--- config.mk ---
export PLATFORM = sky130hd
export DESIGN_NAME = spec_allocator
export DESIGN_NICKNAME = d
export VERILOG_FILES = /design/src/rtl/spalloc_pkg.sv /design/src/rtl/rr_arbiter.sv /design/src/rtl/seq_table.sv /design/src/rtl/spec_allocator.sv
export SDC_FILE = /design/constraint.sdc
export NUM_CORES = 1
export LEC_CHECK = 0
export CAP_MARGIN = 20
export CORE_UTILIZATION = 35
export CTS_BUF_LIST = sky130_fd_sc_hd__clkbuf_2
export DETAILED_ROUTE_END_ITERATION = 16
export DONT_BUFFER_PORTS = 1
export HOLD_SLACK_MARGIN = 0.05
export PLACE_DENSITY = 0.58
export SKIP_LAST_GASP = 1
export SYNTH_ARGS = -nofsm -noshare
export SYNTH_HDL_FRONTEND = slang
export SYNTH_SLANG_ARGS = --single-unit
--- constraint.sdc ---
create_clock -name clk -period 9.2 [get_ports clk]
set_input_delay 0 -clock clk [delete_from_list [all_inputs] [get_ports clk]]
set_output_delay 0 -clock clk [all_outputs]
set_load 0.01 [all_outputs]
--- src/rtl/spalloc_pkg.sv ---
package spalloc_pkg;
  localparam int DEF_PORTS = 4;
  localparam int DEF_SEQ_W = 4;

  // next position on a ring of n entries
  function automatic int ring_next(input int cur, input int n);
    return (cur + 1 >= n) ? 0 : cur + 1;
  endfunction
endpackage

--- src/rtl/rr_arbiter.sv ---
module rr_arbiter #(
  parameter int N  = spalloc_pkg::DEF_PORTS,
  localparam int IW = $clog2(N)
) (
  input  logic         clk,
  input  logic         rst_n,
  input  logic [N-1:0] req,
  output logic [N-1:0] gnt
);
  logic [IW-1:0] ptr;
  logic          found;
  int            win_idx;

  always_comb begin
    gnt     = '0;
    found   = 1'b0;
    win_idx = 0;
    for (int k = 0; k < N; k++) begin
      int idx;
      idx = int'(ptr) + k;
      if (idx >= N) idx = idx - N;
      if (!found && req[idx]) begin
        gnt[idx] = 1'b1;
        found    = 1'b1;
        win_idx  = idx;
      end
    end
  end

  always_ff @(posedge clk) begin
    if (!rst_n)     ptr <= '0;
    else if (found) ptr <= IW'(spalloc_pkg::ring_next(win_idx, N));
  end

  AST_GNT_ONEHOT: assert property (@(posedge clk) disable iff (!rst_n)
    $onehot0(gnt));
  AST_GNT_AT_PTR: assert property (@(posedge clk) disable iff (!rst_n)
    req[ptr] |-> gnt[ptr]);
  AST_PTR_HOLD: assert property (@(posedge clk) disable iff (!rst_n)
    (req == '0) |=> $stable(ptr));
endmodule

--- src/rtl/seq_table.sv ---
module seq_table #(
  parameter int N     = spalloc_pkg::DEF_PORTS,
  parameter int SEQ_W = spalloc_pkg::DEF_SEQ_W,
  localparam int IW   = $clog2(N)
) (
  input  logic               clk,
  input  logic               rst_n,
  input  logic [N-1:0]       req_valid,
  input  logic [N*IW-1:0]    req_dst,
  input  logic [N*SEQ_W-1:0] req_seq,
  input  logic [N-1:0]       won,
  output logic [N-1:0]       dup
);
  logic [SEQ_W-1:0] last_q [N][N];
  logic [N-1:0]     seen_q [N];

  always_comb begin
    for (int i = 0; i < N; i++) begin
      logic [IW-1:0]    d;
      logic [SEQ_W-1:0] s, diff;
      d      = req_dst[i*IW +: IW];
      s      = req_seq[i*SEQ_W +: SEQ_W];
      diff   = s - last_q[i][d];
      dup[i] = req_valid[i] && seen_q[i][d] && ((diff == '0) || diff[SEQ_W-1]);
    end
  end

  always_ff @(posedge clk) begin
    if (!rst_n) begin
      for (int i = 0; i < N; i++) begin
        seen_q[i] <= '0;
        for (int j = 0; j < N; j++) last_q[i][j] <= '0;
      end
    end else begin
      for (int i = 0; i < N; i++) begin
        if (won[i]) begin
          last_q[i][req_dst[i*IW +: IW]] <= req_seq[i*SEQ_W +: SEQ_W];
          seen_q[i][req_dst[i*IW +: IW]] <= 1'b1;
        end
      end
    end
  end

  for (genvar gi = 0; gi < N; gi++) begin : g_chk
    AST_SEEN_KEEP: assert property (@(posedge clk) disable iff (!rst_n)
      1'b1 |=> (($past(seen_q[gi]) & ~seen_q[gi]) == '0));
    AST_WON_NOT_DUP: assert property (@(posedge clk) disable iff (!rst_n)
      won[gi] |-> !dup[gi]);
  end
endmodule

--- src/rtl/spec_allocator.sv ---
module spec_allocator #(
  parameter int N_PORTS = spalloc_pkg::DEF_PORTS,
  parameter int SEQ_W   = spalloc_pkg::DEF_SEQ_W,
  localparam int IW     = $clog2(N_PORTS)
) (
  input  logic                     clk,
  input  logic                     rst_n,
  input  logic [N_PORTS-1:0]       req_valid,
  input  logic [N_PORTS*IW-1:0]    req_dst,
  input  logic [N_PORTS*SEQ_W-1:0] req_seq,
  output logic [N_PORTS-1:0]       ack,
  output logic [N_PORTS*N_PORTS-1:0] path_en
);
  logic [N_PORTS-1:0]              dup, won;
  logic [N_PORTS-1:0][N_PORTS-1:0] elig, gnt;
  logic [N_PORTS*N_PORTS-1:0]      path_d;
  logic [N_PORTS-1:0]              in_busy;

  seq_table #(.N(N_PORTS), .SEQ_W(SEQ_W)) u_tab (
    .clk(clk), .rst_n(rst_n), .req_valid(req_valid), .req_dst(req_dst),
    .req_seq(req_seq), .won(won), .dup(dup)
  );

  for (genvar go = 0; go < N_PORTS; go++) begin : g_out
    always_comb begin
      for (int i = 0; i < N_PORTS; i++)
        elig[go][i] = req_valid[i] && !dup[i] && (req_dst[i*IW +: IW] == IW'(go));
    end
    rr_arbiter #(.N(N_PORTS)) u_arb (
      .clk(clk), .rst_n(rst_n), .req(elig[go]), .gnt(gnt[go])
    );
    assign path_d[go*N_PORTS +: N_PORTS] = gnt[go];

    AST_PATH_ONEHOT: assert property (@(posedge clk) disable iff (!rst_n)
      $onehot0(path_en[go*N_PORTS +: N_PORTS]));
  end

  always_comb begin
    won     = '0;
    in_busy = '0;
    for (int o = 0; o < N_PORTS; o++) won = won | gnt[o];
    for (int o = 0; o < N_PORTS; o++)
      for (int i = 0; i < N_PORTS; i++)
        in_busy[i] = in_busy[i] | path_en[o*N_PORTS + i];
  end

  always_ff @(posedge clk) begin
    if (!rst_n) begin
      ack     <= '0;
      path_en <= '0;
    end else begin
      ack     <= req_valid & (dup | won);
      path_en <= path_d;
    end
  end

  for (genvar gi = 0; gi < N_PORTS; gi++) begin : g_in
    AST_ACK_NEEDS_REQ: assert property (@(posedge clk) disable iff (!rst_n)
      ack[gi] |-> $past(req_valid[gi]));
    AST_PATH_HAS_ACK: assert property (@(posedge clk) disable iff (!rst_n)
      in_busy[gi] |-> ack[gi]);
    AST_NO_DUP_PATH: assert property (@(posedge clk) disable iff (!rst_n)
      dup[gi] |=> !in_busy[gi]);
  end
endmodule

# ---- Word level (Yosys, flattened, before mapping)
# Memories as Yosys holds them, arrays and structs flattened.
# Index checks and enable logic that the tools add are counted.
dict set report word_totals {
  mem_bits_rw 80
  register_bits 28
  in_bits 30
  word_cells 598
  out_inout_bits 20
  n_memories 2
}
# name depth width rd rd_ports_with_merged_regs write_ports line_no
set mem_list {}
lappend mem_list {u_tab.last_q 4 16 4 0 4 seq_table.sv:14} ;# logic [SEQ_W-1:0] last_q [N][N];
lappend mem_list {u_tab.seen_q 4 4 4 0 4 seq_table.sv:15} ;# logic [N-1:0] seen_q [N];
dict set report op_classes {
  n_lt_le_gt_ge 68
  mux 281
  addsub 36
  n_eq_ne 12
  n_bitwise 101
  reduce_logical 92
}
# operator count
set ops {}
lappend ops {{$mux W32} 32}
lappend ops {{$ge A32 B1 Y1 const B} 16}
lappend ops {{$ge A32 B4 Y1 const B} 16}
lappend ops {{$lt A32 B4 Y1 const B} 16}
lappend ops {{$sub A32 B4 Y32 const B} 12}
lappend ops {{$mux W1} 161}
lappend ops {{$add A32 B2 Y32 const B} 4}
lappend ops {{$mux W4} 32}
lappend ops {{$or A1 B1 Y1} 80}
lappend ops {{$logic_and A1 B1 Y1} 64}
lappend ops {{$mux W16} 4}
lappend ops {{$or A4 B4 Y4} 16}
lappend ops {{$bmux W1 S2} 20}
lappend ops {{$demux W1 S2} 20}
lappend ops {{$bmux W4 S2} 4}
lappend ops {{$demux W4 S2} 4}
lappend ops {{$add A2 B2 Y3 const B} 8}
lappend ops {{$eq A2 B2 Y1 const B} 8}
lappend ops {{$logic_not A1 Y1} 16}
lappend ops {{$logic_not A4 Y1} 4}
lappend ops {{$sub A2 B3 Y4 const B} 4}
lappend ops {{$sub A4 B4 Y4} 4}
lappend ops {{$add A2 B1 Y3 const B} 4}
lappend ops {{$ge A2 B3 Y1 const B} 4}
lappend ops {{10 further kinds} 37}

# ---- Longest topological paths before layout
# Gate-level depths: netlist (run 1).
dict set report depth {
  word_depth 31
  mapped_depth 24
}

# ---- By module
# From an unflattened synthesis (run 1), not the netlist that was laid out.
dict set report hier_totals {
  cells_unflattened 809
  area_unflattened_um2 8180.3
}
# mod n_inst area_each_um2 cells_each
set by_module_without_submodules {}
lappend by_module_without_submodules {seq_table 1 3998.8 335}
lappend by_module_without_submodules {rr_arbiter 4 857.1 103}
lappend by_module_without_submodules {spec_allocator 1 753.2 62}

# ---- Worst setup path before layout (run 1)
# No wires, ideal clock.
dict set report synth_path {
  path_kind {input -> register}
  start {in req_dst[5]}
  end {reg g_out[2].u_arb.ptr[1]}
  cell_stages 17
  path_buffers 1
  arrival_ps 5160
  slack_ps 3953
  required_time_ps 9113
  path_cell_list {clkbuf_1 -> mux4_2 -> ha_1 -> inv_1 -> fa_1 -> nand3b_1 -> and4b_1 -> a21o_1 -> nor3_1 -> or4b_1 -> o211a_1 -> o221ai_1 -> nand3_1 -> ha_1 -> or4_1 -> or4_1 -> o31ai_1}
}
dict set report synth_between {
  elab_chain_len 27
  elab_cells_between_ends 44
}
# element line_no
set synth_lines {}
lappend synth_lines {{start, declared} spec_allocator.sv:9} ;# input logic [N_PORTS*IW-1:0] req_dst,
lappend synth_lines {{$not A2 Y3 (not written as such)} seq_table.sv:23} ;# diff = s - last_q[i][d];
lappend synth_lines {{$bmux W4 S2} seq_table.sv:23}
lappend synth_lines {{$mux W4 (not written as such) (2 in a row)} seq_table.sv:23}
lappend synth_lines {{$sub A4 B4 Y4} seq_table.sv:23}
lappend synth_lines {{$logic_not A4 Y1} seq_table.sv:24} ;# dup[i] = req_valid[i] && seen_q[i][d] && ((diff == '0) || diff[SEQ_W-1]);
lappend synth_lines {{$logic_or A1 B1 Y1} seq_table.sv:24}
lappend synth_lines {{$logic_and A1 B1 Y1} seq_table.sv:24}
lappend synth_lines {{$logic_not A1 Y1} spec_allocator.sv:27} ;# elig[go][i] = req_valid[i] && !dup[i] && (req_dst[i*IW +: IW] == IW'(go));
lappend synth_lines {{[... 10 more ...]} n/a}
lappend synth_lines {{$logic_and A1 B1 Y1} rr_arbiter.sv:22} ;# if (!found && req[idx]) begin
lappend synth_lines {{$mux W1} rr_arbiter.sv:22}
lappend synth_lines {{$logic_not A1 Y1} rr_arbiter.sv:22}
lappend synth_lines {{$logic_and A1 B1 Y1} rr_arbiter.sv:22}
lappend synth_lines {{$mux W32} rr_arbiter.sv:22}
lappend synth_lines {{$add A32 B2 Y32} spalloc_pkg.sv:7} ;# return (cur + 1 >= n) ? 0 : cur + 1;
lappend synth_lines {{$ge A32 B4 Y1} spalloc_pkg.sv:7}
lappend synth_lines {{$mux W2} spalloc_pkg.sv:7}
lappend synth_lines {{end signal, assigned} rr_arbiter.sv:32} ;# else if (found) ptr <= IW'(spalloc_pkg::ring_next(win_idx, N));
lappend synth_lines {{end, declared} rr_arbiter.sv:10} ;# logic [IW-1:0] ptr;
# Mark *: on every way between the ends. The rest lies on a longest branch, timed or not. The select of a mux whose other input is x is not followed.
# A chain may end at the register's enable or synchronous reset.

==> reports/metrics.cfg, run 1 <==
[worst_setup_path]
cp_data_required_time_ps = 9890
cp.arrival_ps = 6530
cp_max_fo = 11
endpoint_kind = flop
r2r_start = u_tab.last_q[3][4]$_SDFFE_PN0P_
r2r_setup_slack_ps = 3360
start_kind = flop
worstSetupPathType = reg2reg
r2r-end = g_out[0].u_arb.ptr[1]$_SDFFE_PN0P_
r2r_cells = 18

[detailed_routing]
postRouteAntennaNets = 0
vias_per_cell = 5.50
firstDrtPassIters = 5
drc_errors = 0
num_vias = 6831
routedWlPerCell_um = 16.6
drtIter0Drc = 376
routed_wl_um = 20600

[floorplan]
die_area_um2 = 24600
die_x_um = 157
fp.dieH_um = 157
coreArea_um2 = 23500
placementRows = 56
io_pins = 50
start_util = 0.358

[yosys]
synth_warnings = 0
ys_seq_area_frac = 0.305
syn_area_um2 = 8400
synth_ff_type = dfxtp_1
synth_edf_count = 40
syn_avg_cell_area_um2 = 9.44
ys_types = 88
synthCells = 889
syn_nets = 1002
ys_ff_latch = 108
synthArstFlopShare = 0

[layout]
fill_cells = 2336
fin_cells = 1241
areaGrowthSynthToFinish_pct = 10.7
final_area_um2 = 9290
final_util = 0.396
n_antenna_cell = 0
fin_nets = 1030
drive_gt1_frac = 0.0824

[cts]
postCtsSetupBuffers = 0
insertion_delay_ps = 700
ctsRootBufferMaster = clkbuf_2
h-tree-depth = 3
clk_pin_slew_ps = 400
cts_tree = yes
cts.path.max_buffers = 2
clock-sinks = 108
numCtsBuffers = 9

[worst_hold_path]
hp-class = in2reg
min_from = req_valid[1]
hold_path_depth = 3
hold_end = ack[1]$_SDFF_PN0_

[global_routing]
grt.total_usage = 0.174
grt_max_degree = 106
overflow = 0
grt_antenna_before_repair = 0
grt_pass1_wl_um = 33700
grt_pass1_vias = 6553

[sta]
hold_viol = 0
relSlewSlack = 0.406
finalCriticalPeriod_ps = 5840
fin_crit_sh = 0.634
grt_setup_unrepaired = no
tightest_slew_ps = 892
setup_slack_ps = 3360
whs_ps = 102
slew_violations = 0
tns_ps = 0
setup_viol = 0
finClkSkew_ps = 89.5
fmax_mhz = 171

[power]
ir_drop_v = 0.0000803
pwr_density_cell_nw_per_um2 = 235
finalPower_mw = 2.19
leakagePower_nw = 3.58

[status]
status = complete, no violations

[place]
port_buffers = 0
dpl.hpwl_um = 14800
placed_area_um2 = 8600
routabilityCongestion = 0.856
dp_slack_ps = 3510
placed_cells = 1169

[job]
cap_viol_max_count = 0

[sequential cells by signal, indices dropped and copies added, names as in the netlist]
name,cells
ack,4
g_out.u_arb.ptr,8
path_en,16
u_tab.last_q,64
u_tab.seen_q,16
[layout make-up]
type / count / area, µm² / area share
multi-input combinational: 700 / 5480 / 0.590
tap: 319 / 399 / 0.0430
clock inverter: 7 / 66.3 / 0.00714
clock buffer: 9 / 45.0 / 0.00485
inverter: 42 / 158 / 0.0170
sequential: 108 / 2560 / 0.276
timing repair buffer: 56 / 578 / 0.0622
[how the worst max path moves through the flow]
stage,from,to,slack (ps),cells after the start
4_1_cts,u_tab.last_q[0][0]$_DFFE_PP_,g_out[2].u_arb.ptr[1]$_SDFFE_PN0P_,3430,17
2_1_floorplan,req_dst[5],g_out[2].u_arb.ptr[1]$_SDFFE_PN0P_,3950,17
3_3_place_gp,u_tab.last_q[0][0]$_DFFE_PP_,g_out[2].u_arb.ptr[1]$_SDFFE_PN0P_,3670,17
3_5_place_dp,u_tab.last_q[0][0]$_DFFE_PP_,g_out[2].u_arb.ptr[1]$_SDFFE_PN0P_,3510,17
6_report,u_tab.last_q[3][4]$_SDFFE_PN0P_,g_out[0].u_arb.ptr[1]$_SDFFE_PN0P_,3360,18
5_1_grt,u_tab.last_q[1][12]$_DFFE_PP_,g_out[0].u_arb.ptr[1]$_SDFFE_PN0P_,2900,19
[where the power goes]
part | internal (mW) | total [mW] | switching (mW) | leakage, nW
combinational | 0.476 | 1.22 | 0.746 | 2.54
clock | 0.0440 | 0.232 | 0.188 | 0.0711
sequential | 0.641 | 0.733 | 0.0923 | 0.970
[critical path, stage by stage (launching register included)]
cell,delay (ps)
dfxtp_1,390
mux4_1,500
ha_1,200
inv_1,70
fa_1,400
inv_1,70
a32oi_1,130
and4_2,270
or3_1,470
mux4_2,630
nor4b_1,420
a311o_1,460
nand3_1,180
ha_1,330
nand4b_1,110
nor4_1,230
nand3_1,170
o31ai_1,270
dlygate4sd3_1,580
[what timing repair did]
action | 4_1_cts | 5_1_grt
hold endpoints to repair | 148 | 0
hold buffers | 56 | 0
resized for setup | 0 | 0
[cells in the final DEF, fill, tap and decap left out, drive strengths merged, types with 14 or more instances in the layout]
| cell | n |
|---|---|
| a21oi | 45 |
| and2 | 39 |
| and3 | 15 |
| dfxtp | 68 |
| dlygate4sd3 | 55 |
| edfxtp | 40 |
| ha | 79 |
| inv | 43 |
| mux2i | 33 |
| mux4 | 24 |
| nand2 | 98 |
| nand2b | 14 |
| nand3 | 28 |
| nor2 | 38 |
| nor3 | 38 |
| o21ai | 18 |
| or3 | 14 |
[synth_stat cells (all sizes together), types with 12 or more instances]
| library cell | number | area, µm² |
|---|---|---|
| a21oi | 45 | 282 |
| and2 | 39 | 244 |
| nor3 | 38 | 195 |
| nand2 | 98 | 368 |
| o31ai | 12 | 90.1 |
| a31oi | 12 | 75.1 |
| or3 | 14 | 87.6 |
| inv | 39 | 146 |
| and3 | 15 | 95.1 |
| clkbuf | 24 | 90.1 |
| ha | 79 | 988 |
| edfxtp | 40 | 1200 |
| nand3 | 28 | 140 |
| nor2 | 38 | 150 |
| mux2i | 33 | 330 |
| nand2b | 14 | 87.6 |
| a211oi | 12 | 100 |
| buf | 15 | 103 |
| mux4 | 24 | 556 |
| dfxtp | 68 | 1360 |
| o21ai | 18 | 90.1 |
[routing by layer]
| metal | GRT usage | wire [µm] | part of all wire | vias up |
|---|---|---|---|---|
| met1 | 0.241 | 10100 | 0.49 | 3256 |
| li1 | - | - | - | 3388 |
| met3 | 0.0310 | 1150 | 0.056 | 15 |
| met5 | 0 | 0 | 0 | - |
| met4 | 0.0387 | 218 | 0.011 | 0 |
| met2 | 0.278 | 9180 | 0.45 | 172 |
[cells by family after synthesis]
kind of cell             share of synthesized area
adder cells (fa/ha/maj)                      0.127
multiplexers                                 0.107
buffers and inverters                       0.0417
flip-flops                                   0.305
AO/OA/AOI/OAI                                0.169
XOR/XNOR                                    0.0197
AND/OR/NAND/NOR                              0.230
(Power assumes the default switching activity.)
==> run 2, diff against run 1 <==
ABC_AREA = 1   (was not set)
PLACE_DENSITY = 0.6   (was 0.58)
clock period = 4.8 ns   (was 9.2 ns; I/O delays follow)
==> run 2 against run 1 <==
Net effect:
- via count grew 7.2%
- maximum frequency rose by 28%
- design area fell by 1.9%
- utilization grew 2.0 points
- non-clock buffer count is 21 higher
- synthesized cell count grew 20%
- setup slack lost 3100 ps
- sequential power grew 96%
- critical path type unchanged
==> reports/metrics.cfg, run 2 <==
[sta]
setup_viol = 0
finalCriticalPeriod_ps = 4550
tns_ps = 0
relSlewSlack = 0.408
hold_viol = 0
whs_ps = 75.8
finClkSkew_ps = 57.7
tightest_slew_ps = 887
slew_violations = 0
fmax_mhz = 220
fin_crit_sh = 0.948
setup_slack_ps = 251

[layout]
regMostFlops = u_tab.last_q
fin_nets = 1248
fin_cells = 1424
multiInputGateArea_um2 = 4810
largest_reg_flops = 64
final_util = 0.416
areaGrowthSynthToFinish_pct = 16.1
layout_common_cells = nand2_1, nand3_1, inv_1
layout_commonest_cell = nand2_1
top_regs = u_tab.last_q (64), path_en (16), u_tab.seen_q (16)
fill_cells = 2272
drive_gt1_frac = 0.108
regArea_um2 = 2560

[cts]
cts_tree = yes
clock-sinks = 108
ctsRootBufferMaster = clkbuf_2
numCtsBuffers = 9
clk_pin_slew_ps = 350
cts.path.max_buffers = 2
h-tree-depth = 3
insertion_delay_ps = 700

[yosys]
synth_top_cells_by_area = dfxtp_1, edfxtp_1, nand2_1
synth_ff_type = dfxtp_1
synth_warnings = 0
ys_seq_area_frac = 0.327
synth-simple-area-share = 0.373
syn_area_um2 = 7850
synth_compound_gate_area_share = 0.0829
ys_types = 44
synth_edf_count = 40
synth_common_cells = nand2_1, nand3_1, inv_1
ys_ff_latch = 108
syn_avg_cell_area_um2 = 7.32
synthAdderAreaFrac = 0.136
synth_top_cell_area_share = 0.174
synthArstFlopShare = 0
synthCells = 1071
synth-xor-area-share = 0.00335
synth_top_area_cell = dfxtp_1
yosysMostFrequentCell = nand2_1
synth_top_family_by_area = simple AND/OR/NAND/NOR gates
syn_nets = 1184
synth.area.mux_share = 0

[detailed_routing]
postRouteAntennaNets = 0
firstDrtPassIters = 5
num_vias = 7320
drc_errors = 0
routed_wl_um = 20700
routedWlPerCell_um = 14.5
drtIter0Drc = 430
vias_per_cell = 5.14

[worst_setup_path]
cp_max_fo = 16
cp.arrival_ps = 5230
endpoint_kind = flop
worstSetupPathType = reg2reg
cp_data_required_time_ps = 5480
path_buf_inv = 4
crit_family = simple AND/OR/NAND/NOR gates
start_kind = flop
cp_slowest_cell = dlygate4sd3_1
crit_path_max_incr_delay_ps = 580

[worst_hold_path]
hp-class = in2reg

[place]
port_buffers = 0
dpl.hpwl_um = 14500
placed_cells = 1337
routabilityCongestion = 0.890
dp_slack_ps = 215

[power]
ir_drop_v = 0.000197
leakagePower_nw = 4.36
pwr_density_cell_nw_per_um2 = 513

[floorplan]
io_pins = 50
coreArea_um2 = 21900
die_area_um2 = 23000
placementRows = 54
die_x_um = 152
start_util = 0.358
fp.dieH_um = 152

[status]
status = complete, no violations

[global_routing]
grt_antenna_before_repair = 4
grt_max_degree = 73
grt_pass1_wl_um = 33300
grt_pass1_vias = 6800
overflow = 0
grt.total_usage = 0.185

[job]
cap_viol_max_count = 0

run 2: cell type report:
class / instances / share of cell area
Timing Repair Buffer: 77 / 0.0824
Inverter: 130 / 0.0541
Sequential cell: 108 / 0.281
Tap cell: 280 / 0.0385
Antenna cell: 4 / 0.00110
Clock inverter: 6 / 0.00920
Multi-Input combinational cell: 809 / 0.528
Clock buffer: 10 / 0.00549
run 2: routing by layer:
metal	vias up	share of wire	wire length, µm	GRT usage
met2	177	0.45	9340	0.292
met3	16	0.063	1310	0.0530
met1	3388	0.47	9810	0.248
met4	0	0.010	212	0.0416
li1	3739	-	-	-
met5	-	0	0	0
run 2: repair_timing:
item / 4_1_cts / 5_1_grt
setup buffers: 0 / 4
gates resized for setup: 0 / 28
hold buffers: 62 / 0
setup endpoints to repair: 0 / 14
hold endpoints to repair: 148 / 0
run 2: worst paths after layout:
check	from	to	slack [ps]	cells past startpoint
min	req_seq[15]	ack[3]$_SDFF_PN0_	80	7
max	u_tab.last_q[3][14]$_SDFFE_PN0P_	u_tab.last_q[3][4]$_SDFFE_PN0P_	250	25
max reg2reg	u_tab.last_q[3][14]$_SDFFE_PN0P_	u_tab.last_q[3][4]$_SDFFE_PN0P_	250	25
min reg2reg	u_tab.seen_q[0][3]$_DFF_P_	u_tab.seen_q[0][3]$_DFF_P_	470	2
run 2: kinds of logic after synthesis:
group,after synthesis
AND/OR/NAND/NOR,618
buffers and inverters,155
flip-flops,108
AO/OA/AOI/OAI,104
adder cells (fa/ha/maj),83
XOR/XNOR,3
run 2: power by group:
group	internal, mW	switching [mW]
Combinational	0.971	1.78
Sequential	1.27	0.170
Clock	0.136	0.336
run 2: per-stage QoR:
stage / cell area [µm²] / power [mW]
3_5_place_dp: 8160 / 3.95
2_1_floorplan: 7850 / 3.39
6_report: 9110 / 4.67
5_1_grt: 9110 / 5.11
3_3_place_gp: 8160 / 3.93
4_1_cts: 8930 / 4.54
run 2: worst min-delay path, cell delays in order:
cell and delay, ps:
nand3_1 80, nand3_1 90, nand3_2 130, nand2_2 140
nand3_1 110, nand3_1 90, inv_1 70
==> run 3, diff against run 2 <==
GPL_ROUTABILITY_DRIVEN = 1   (was not set)
PLACE_DENSITY = 0.58   (was 0.6)
clock period = 4.3 ns   (was 4.8 ns; I/O delays follow)
==> run 3 against run 2 <==
Net effect:
- critical path type unchanged
- highest routed layer unchanged
- die area unchanged
- combinational power is 42% higher
- design area rose by 9.3%
- clock power increased by 14%
- utilization up 3.9 points
- setup slack got worse by 250 ps
==> reports/metrics.cfg, run 3 (synthesis results as in run 2) <==
[global_routing]
grt_antenna_before_repair = 2
overflow = 0
grt_max_degree = 73
grt_pass1_vias = 6831
grt.total_usage = 0.186
grt_pass1_wl_um = 33600

[sta]
finalCriticalPeriod_ps = 4300
tightest_slew_ps = 896
relSlewSlack = 0.402
fin_crit_sh = 1.00
setup_viol = 0
fmax_mhz = 233
finClkSkew_ps = 85.3
slew_violations = 0
whs_ps = 62.2
tns_ps = 0
hold_viol = 0
grt_setup_unrepaired = yes

[worst_setup_path]
r2r_cells = 31
crit_top_cell = nand2_1
r2r_start = u_tab.last_q[2][1]$_SDFFE_PN0P_
r2r-end = g_out[0].u_arb.ptr[0]$_SDFFE_PN0P_
start_kind = flop
worstSetupStartpoint = u_tab.last_q[2][1]$_SDFFE_PN0P_
r2r_setup_slack_ps = 2
cp_max_fo = 13
crit_path_end = g_out[0].u_arb.ptr[0]$_SDFFE_PN0P_
crit_path_max_incr_delay_ps = 380
cp_slowest_cell = dfxtp_1
worstSetupPathType = reg2reg
cp.arrival_ps = 4930
cp_data_required_time_ps = 4940
endpoint_kind = flop

[cts]
clk_pin_slew_ps = 320
cts.path.max_buffers = 2
h-tree-depth = 3
numCtsBuffers = 9
cts_tree = yes
ctsRootBufferMaster = clkbuf_2
insertion_delay_ps = 720
clock-sinks = 108

[place]
placed_area_um2 = 8440
routabilityCongestion = 0.844
port_buffers = 0
placed_cells = 1373
dpl.hpwl_um = 15100

[layout]
drive_gt1_frac = 0.207
layout_commonest_cell = nand2_1
top_regs = u_tab.last_q (64), path_en (16), u_tab.seen_q (16)
largest_reg_flops = 64
fin_nets = 1318
areaGrowthSynthToFinish_pct = 26.9
fill_cells = 2178
final_area_um2 = 9960
layout_common_cells = nand2_1, nand3_1, inv_1
regMostFlops = u_tab.last_q
fin_cells = 1492

[detailed_routing]
postRouteAntennaNets = 0
drtIter0Drc = 475
vias_per_cell = 5.10
drc_errors = 0
routed_wl_um = 21700
routedWlPerCell_um = 14.6
num_vias = 7616
firstDrtPassIters = 5

[worst_hold_path]
hp-class = in2reg
hold_path_depth = 8

[power]
ir_drop_v = 0.000189
leakagePower_nw = 4.74
pwr_density_cell_nw_per_um2 = 606

[floorplan]
die_x_um = 152
io_pins = 50
die_area_um2 = 23000
placementRows = 54
start_util = 0.358
fp.dieH_um = 152
coreArea_um2 = 21900

[status]
status = complete, no violations

[job]
cap_viol_max_count = 0

==> run 3: changes by cell type in the layout (fill, tap and decap cells not counted), moves of 7 or more <==
cell,change
ha_1,-10
nor2_2,+7
buf_4,+58
nand3_2,+8
o21ai_0,-9
nand2_1,-18
nor2_1,-8
nand2_2,+15
nand3_1,-9
dlygate4sd3_1,+9
==> run 3: layout make-up <==
type	count	area [µm²]	area share
Sequential cell	108	2560	0.258
Clock inverter	7	87.6	0.00880
Inverter	130	498	0.0500
Tap cell	280	350	0.0352
Antenna cell	2	5.00	0.000503
Timing Repair Buffer	147	1320	0.132
Multi-Input combinational cell	809	5090	0.511
Clock buffer	9	45.0	0.00452
==> run 3: worst min-delay path by stage <==
stage / from / end / slack (ps)
after global placement: req_seq[11] / u_tab.last_q[2][3]$_SDFFE_PN0P_ / 120
after detailed placement: req_seq[9] / u_tab.last_q[2][1]$_SDFFE_PN0P_ / 120
after global routing: req_valid[3] / path_en[13]$_SDFF_PN0_ / 60
final: req_valid[3] / path_en[13]$_SDFF_PN0_ / 60
after floorplan: req_seq[11] / u_tab.last_q[2][11]$_SDFFE_PN0P_ / 110
after CTS: req_seq[1] / ack[0]$_SDFF_PN0_ / 50
==> run 3: routing by layer <==
layer | vias to the layer above | global-route usage | routed length, µm
met5 | - | 0 | 0
met4 | 0 | 0.0525 | 388
met3 | 29 | 0.0338 | 1130
met2 | 167 | 0.292 | 9960
met1 | 3550 | 0.259 | 10300
li1 | 3870 | - | -
==> run 3: repair_timing <==
action,CTS,global route
buffers inserted,3,26
cloned,0,1
hold endpoints to repair,148,0
gates resized for setup,9,106
hold buffers,77,0
setup endpoints to repair,8,28
pin swaps,3,47
==> run 3: worst max-delay path, delay by kind of cell, from the launching register on <==
family          cells  cell delay [ps]
fa+ha+maj           3              710
simple gates       18             1870
compound gates      7             1100
buf+inv             3              200
flops               1              380
==> run 3: where the power goes <==
| group | total [mW] | internal (mW) | switching, mW |
|---|---|---|---|
| clock | 0.537 | 0.147 | 0.390 |
| combinational | 3.90 | 1.61 | 2.29 |
| sequential | 1.60 | 1.42 | 0.175 |
==> run 3: stage by stage <==
| step | worst slack [ps] | power [mW] | util |
|---|---|---|---|
| 2_1_floorplan | 245 | 3.78 | - |
| 3_3_place_gp | -44.4 | 4.60 | 0.386 |
| 3_5_place_dp | -150 | 4.63 | 0.386 |
| 4_1_cts | 1.44 | 5.45 | 0.431 |
| 5_1_grt | -370 | 6.54 | 0.455 |
| 6_report | 1.99 | 6.03 | 0.455 |
